==> src/rtl/sps_pkg.sv <==
package sps_pkg;
  localparam int ADDR_W = 2;

  typedef enum logic [ADDR_W-1:0] {
    REG_CTRL = 2'd0,
    REG_GO   = 2'd1,
    REG_DATA = 2'd2,
    REG_RSVD = 2'd3
  } reg_sel_e;

  // packed MSB first: alt_phase is bit 4, en is bit 0
  typedef struct packed {
    logic alt_phase;
    logic idle_hi;
    logic so_drive;
    logic master;
    logic en;
  } port_cfg_t;

  localparam int CFG_W = $bits(port_cfg_t);
endpackage

==> src/rtl/sps_sync.sv <==
module sps_sync #(
  parameter int W      = 2,
  parameter int STAGES = 2
) (
  input  logic         clk,
  input  logic         rst_n,
  input  logic [W-1:0] d,
  output logic [W-1:0] q
);
  logic [W-1:0] st [STAGES];

  for (genvar g = 0; g < STAGES; g++) begin : g_stage
    if (g == 0) begin : g_first
      always_ff @(posedge clk or negedge rst_n) begin
        if (!rst_n) st[g] <= '0;
        else        st[g] <= d;
      end
    end else begin : g_next
      always_ff @(posedge clk or negedge rst_n) begin
        if (!rst_n) st[g] <= '0;
        else        st[g] <= st[g-1];
      end
    end
  end

  assign q = st[STAGES-1];
endmodule

==> src/rtl/sps_regs.sv <==
module sps_regs
  import sps_pkg::*;
#(
  parameter int DATA_W = 8
) (
  input  logic              clk,
  input  logic              rst_n,
  input  logic              wr,
  input  logic [ADDR_W-1:0] addr,
  input  logic [DATA_W-1:0] wdata,
  input  logic              busy,
  input  logic              clk_active,
  input  logic [DATA_W-1:0] shift_q,
  output port_cfg_t         cfg,
  output logic              go,
  output logic              load,
  output logic [DATA_W-1:0] rdata
);
  reg_sel_e sel;
  logic     lock;

  assign sel  = reg_sel_e'(addr);
  assign lock = busy | clk_active;
  assign go   = wr && (sel == REG_GO) && wdata[0] && cfg.en && !lock;
  assign load = wr && (sel == REG_DATA) && !lock;

  always_ff @(posedge clk or negedge rst_n) begin
    if (!rst_n) cfg <= '0;
    else if (wr && (sel == REG_CTRL) && !lock) cfg <= port_cfg_t'(wdata[CFG_W-1:0]);
  end

  always_comb begin
    unique case (sel)
      REG_CTRL: rdata = {{(DATA_W-CFG_W){1'b0}}, cfg};
      REG_GO:   rdata = {{(DATA_W-1){1'b0}}, busy};
      REG_DATA: rdata = shift_q;
      default:  rdata = '0;
    endcase
  end
endmodule

==> src/rtl/sps_clkgen.sv <==
module sps_clkgen #(
  parameter int DIV_HALF = 4,
  parameter int PULSES   = 8
) (
  input  logic clk,
  input  logic rst_n,
  input  logic start,
  input  logic idle_hi,
  output logic lvl,
  output logic rise,
  output logic fall,
  output logic active
);
  localparam int CW      = (DIV_HALF > 2) ? $clog2(DIV_HALF) : 1;
  localparam int TOGGLES = 2 * PULSES;
  localparam int TW      = $clog2(TOGGLES);

  logic [CW-1:0] cnt;
  logic [TW-1:0] tog;

  always_ff @(posedge clk or negedge rst_n) begin
    if (!rst_n) begin
      lvl    <= 1'b0;
      rise   <= 1'b0;
      fall   <= 1'b0;
      active <= 1'b0;
      cnt    <= '0;
      tog    <= '0;
    end else begin
      rise <= 1'b0;
      fall <= 1'b0;
      if (!active) begin
        lvl <= idle_hi;
        if (start) begin
          active <= 1'b1;
          cnt    <= CW'(DIV_HALF - 1);
          tog    <= '0;
        end
      end else if (cnt == '0) begin
        lvl  <= ~lvl;
        rise <= ~lvl;
        fall <= lvl;
        cnt  <= CW'(DIV_HALF - 1);
        tog  <= tog + 1'b1;
        if (tog == TW'(TOGGLES - 1)) active <= 1'b0;
      end else begin
        cnt <= cnt - 1'b1;
      end
    end
  end
endmodule

==> src/rtl/sps_engine.sv <==
module sps_engine #(
  parameter int DATA_W = 8
) (
  input  logic              clk,
  input  logic              rst_n,
  input  logic              start,
  input  logic              samp,
  input  logic              chg,
  input  logic              si,
  input  logic              load,
  input  logic [DATA_W-1:0] load_val,
  output logic              busy,
  output logic [DATA_W-1:0] shift_q,
  output logic              so
);
  localparam int CW = $clog2(DATA_W);

  logic [CW-1:0] cnt;

  always_ff @(posedge clk or negedge rst_n) begin
    if (!rst_n) begin
      busy    <= 1'b0;
      shift_q <= '0;
      so      <= 1'b0;
      cnt     <= '0;
    end else if (start) begin
      busy <= 1'b1;
      so   <= shift_q[DATA_W-1];
      cnt  <= '0;
    end else if (busy) begin
      if (samp) begin
        shift_q <= {shift_q[DATA_W-2:0], si};
        cnt     <= cnt + 1'b1;
        if (cnt == CW'(DATA_W - 1)) busy <= 1'b0;
      end else if (chg && (cnt != '0)) begin
        so <= shift_q[DATA_W-1];
      end
    end else if (load) begin
      shift_q <= load_val;
    end
  end
endmodule

==> src/rtl/dual_role_shift_port.sv <==
module dual_role_shift_port
  import sps_pkg::*;
#(
  parameter int DATA_W   = 8,
  parameter int DIV_HALF = 4,
  parameter int SYNC_LEN = 2
) (
  input  logic              clk,
  input  logic              rst_n,
  input  logic              host_wr,
  input  logic [ADDR_W-1:0] host_addr,
  input  logic [DATA_W-1:0] host_wdata,
  output logic [DATA_W-1:0] host_rdata,
  output logic              busy,
  output logic              so_out,
  output logic              so_oe,
  input  logic              si_in,
  output logic              sk_out,
  output logic              sk_oe,
  input  logic              sk_in
);
  port_cfg_t         cfg;
  logic              go, load;
  logic [DATA_W-1:0] shift_q;
  logic              mclk_active, m_rise, m_fall;
  logic [1:0]        sync_q;
  logic              sk_prev, s_rise, s_fall;
  logic              edge_rise, edge_fall, samp, chg;

  sps_regs #(.DATA_W(DATA_W)) u_regs (
    .clk(clk), .rst_n(rst_n), .wr(host_wr), .addr(host_addr), .wdata(host_wdata),
    .busy(busy), .clk_active(mclk_active), .shift_q(shift_q),
    .cfg(cfg), .go(go), .load(load), .rdata(host_rdata)
  );

  sps_clkgen #(.DIV_HALF(DIV_HALF), .PULSES(DATA_W)) u_clk (
    .clk(clk), .rst_n(rst_n), .start(go && cfg.master), .idle_hi(cfg.idle_hi),
    .lvl(sk_out), .rise(m_rise), .fall(m_fall), .active(mclk_active)
  );

  sps_sync #(.W(2), .STAGES(SYNC_LEN)) u_sync (
    .clk(clk), .rst_n(rst_n), .d({sk_in, si_in}), .q(sync_q)
  );

  always_ff @(posedge clk or negedge rst_n) begin
    if (!rst_n) sk_prev <= 1'b0;
    else        sk_prev <= sync_q[1];
  end

  assign s_rise    = sync_q[1] & ~sk_prev;
  assign s_fall    = ~sync_q[1] & sk_prev;
  assign edge_rise = cfg.master ? m_rise : s_rise;
  assign edge_fall = cfg.master ? m_fall : s_fall;
  assign samp      = cfg.alt_phase ? edge_fall : edge_rise;
  assign chg       = cfg.alt_phase ? edge_rise : edge_fall;

  sps_engine #(.DATA_W(DATA_W)) u_eng (
    .clk(clk), .rst_n(rst_n), .start(go), .samp(samp), .chg(chg), .si(sync_q[0]),
    .load(load), .load_val(host_wdata), .busy(busy), .shift_q(shift_q), .so(so_out)
  );

  assign so_oe = cfg.en & cfg.so_drive;
  assign sk_oe = cfg.en & cfg.master;
endmodule

==> config.mk <==
export PLATFORM = sky130hd
export DESIGN_NAME = dual_role_shift_port
export DESIGN_NICKNAME = d
export VERILOG_FILES = /design/src/rtl/sps_pkg.sv /design/src/rtl/sps_sync.sv /design/src/rtl/sps_regs.sv /design/src/rtl/sps_clkgen.sv /design/src/rtl/sps_engine.sv /design/src/rtl/dual_role_shift_port.sv
export SDC_FILE = /design/constraint.sdc
export NUM_CORES = 1
export LEC_CHECK = 0
export BUFFER_PORTS_ARGS = -buffer_cell sky130_fd_sc_hd__buf_2
export CORE_MARGIN = 8
export CORE_UTILIZATION = 59
export DETAILED_ROUTE_END_ITERATION = 12
export PLACE_DENSITY_LB_ADDON = 0.3
export SLEW_MARGIN = 20
export SYNTH_ARGS = -nofsm -noshare
export SYNTH_HDL_FRONTEND = slang
export SYNTH_HIERARCHICAL = 1
export SYNTH_SLANG_ARGS = --single-unit
==> constraint.sdc <==
create_clock -name clk -period 4.94 [get_ports clk]
set_input_delay 0.494 -clock clk [delete_from_list [all_inputs] [get_ports clk]]
set_output_delay 0.494 -clock clk [all_outputs]
set_load 0.01 [all_outputs]
==> results.cfg <==
[finish]
drive_gt1_share_pct = 37.6
area_delta_synth_final_pct = 11.4
seq_area_um2 = 826
n_fill_cell = 223
fin_nets = 192
multi_input_area_um2 = 823
layout.cells.non_filler = 204
antenna_cells = 0

[setup_path]
startpoint = u_eng/busy
arrival_ns = 2.53
path_cells = or3b_4, nor2_1, and2_1, nor2_1, a22o_1
r2r-start = u_eng/busy
critPathMaxFanout = 17
cpPeakStageDelay_ns = 0.62
worst-setup-path-type = reg -> reg
crit_path_frequent_cell = nor2_1
slowest_stage = dfrtp_1
crit_path_end_kind = register
start_kind = register
worst_ep_required_time_ns = 5.16

[timing]
max_freq_ghz = 0.433
hold_viol = 0
finalCritPeriodShare_pct = 46.8
hold_ws_ns = 0.202
fin_setup_tns_ns = 0
skew_ns = 0.0121
period_needed_ns = 2.31
rsz0062_at_grt = no
worstMarginPinSlew_ns = 0.712
setup_viol = 0
relSlewSlack_pct = 52.6
slew_violations = 0

[placement]
routabilityCongestion = 0.799
io_buffer_count = 27
dpl.hpwl_um = 2480
dp.cells = 196

[routing]
ant_nets = 0
finalWirelength_um = 3330
routedWlPerCell_um = 16.3
num_vias = 1173
drc_errors = 0
first_pass_iters = 4
drt-initial-drc-count = 60
vias_per_cell = 5.75

[power]
vdd_ir_drop_max_mv = 0.432
power_leakage_uw = 0.000912
cellPowerDensity_mw_per_mm2 = 556

[synthesis]
synth.ff_latch_count = 33
synth_cell_type_count = 36
synthMuxAreaShare_pct = 20.0
yosysWarnings = 6
ys_top_cells_by_count = dfrtp_1, mux2_2, nor2_1
yosysMostFrequentCell = dfrtp_1
syn_inst = 145
avgSynthCellArea_um2 = 11.8
synth_area_leaders = dfrtp_1, mux2_2, ha_1
synth_fp_nets = 165
yosys.area_share.simple_pct = 15.3
synth_xor_xnor_area_share_pct = 2.55
synth_edf_count = 0
ys_seq_area_share_pct = 48.1
netlist_area_mm2 = 0.00172
yosysTopAreaCell = dfrtp_1
synth_top_area_share_pct = 48.1
synthArstFlopShare_pct = 100
synth_fa_ha_area_share_pct = 3.64
synth_top_family_by_area = multiplexers
synth_compound_area_share_pct = 6.49
ys.flop_type = dfrtp_1

[min_path]
hold_class = in -> async

[clock_tree]
cts.sinks = 33
tritoncts = yes
cts_buffer_depth = 2
hold_buffers = 0
clkLatencyLatePin_ns = 0.33
cts-resized-gates = 0
cts_max_level = 2
root_buffer = clkbuf_4
path_clk_slew_ns = 0.10
cts_setup_buffers = 0
numCtsBuffers = 5

[global_route]
grt_max_degree = 34
grt_pass1_vias = 1159
grt.overflow.total = 0
antenna_found_initial = 0
grt_pass1_wl_um = 5340
grt.total_usage_pct = 13.4

[die]
die_y_um = 69.9
floorplan.core_area_mm2 = 0.00276
rows = 19
initial_utilization_pct = 62.3
fp.dieArea_mm2 = 0.00489
die_x_um = 69.9
ios = 28

[status]
status = complete, no violations

[run]
maxCapViolCount = 0
==> final cells by class <==
| type | count | share of cell area (%) |
|---|---|---|
| clock buffer | 7 | 3.40 |
| clock inverter | 1 | 0.262 |
| inverter | 5 | 0.982 |
| multi-input combinational | 100 | 43.1 |
| sequential | 33 | 43.2 |
| tap | 31 | 2.03 |
| timing repair buffer | 27 | 7.07 |
==> routing by layer <==
layer / up-vias / routed length (um) / track usage, %
met5: - / 0 / 0
met4: 0 / 59 / 4.69
met3: 7 / 161 / 4.94
met2: 26 / 1610 / 21.6
met1: 577 / 1500 / 16.1
li1: 563 / - / -
==> power by group <==
group	total [uW]	internal, uW	switching (uW)
logic	390	222	167
clock network	169	82.4	86.5
registers	504	374	130
total	1060	679	384
==> worst max-delay path: cells and delay by family (launching register included) <==
family,cells,cell delay [ns]
AO/OA/AOI/OAI,1,0.26
flip-flops,1,0.62
AND/OR/NAND/NOR,4,1.32
==> layout by cell type, fill, tap and decap left out, types with 3 or more instances in the layout <==
cell type  count
dfrtp_1       33
buf_2         27
mux2_2        22
nor2_1        12
nand2_1        7
and2_1         6
clkbuf_4       5
inv_1          5
a21oi_1        5
ha_1           5
mux2i_1        5
xnor2_1        4
mux2_4         3
nand3_1        3
a22o_1         3
nand2b_1       3
==> per-stage QoR <==
stage | total power [uW] | area (um^2) | setup slack [ns] | util (%)
2_1_floorplan | 783 | 1720 | 3.00 | -
5_1_grt | 1130 | 1910 | 2.48 | 69.3
6_report | 1060 | 1910 | 2.63 | 69.3
3_5_place_dp | 901 | 1840 | 2.67 | 66.8
4_1_cts | 1070 | 1910 | 2.66 | 69.3
3_3_place_gp | 871 | 1840 | 2.73 | 66.8
==> flip-flops by register name, summed over array words and instances (netlist names) <==
signal / cells
u_eng/cnt: 3
u_clk/fall: 1
u_clk/active: 1
u_eng/busy: 1
u_sync/q: 2
u_clk/lvl: 1
u_clk/cnt: 2
u_eng/so: 1
sk_prev: 1
u_sync/st: 2
u_eng/shift_q: 8
u_clk/tog: 4
u_clk/rise: 1
u_regs/cfg: 5
==> final timing paths <==
| path | end | slack, ns | depth (start not counted) |
|---|---|---|---|
| worst max-delay path | u_clk/tog[2] | 2.63 | 5 |
| worst max register to register | u_clk/tog[2] | 2.63 | 5 |
| max in group asynchronous | sk_prev | 4.28 | 1 |
| min in group clk | u_sync/st[3] | 0.28 | 1 |
| worst min-delay path | u_eng/shift_q[3] | 0.20 | 1 |
| worst min register to register | u_sync/q[0] | 0.35 | 0 |
==> cells by family after synthesis <==
family / Yosys count
flip-flops: 33
adder cells (fa/ha/maj): 5
multiplexers: 30
buffers and inverters: 12
AND/OR/NAND/NOR: 45
AO/OA/AOI/OAI: 15
XOR/XNOR: 5
(Power assumes the default switching activity.)
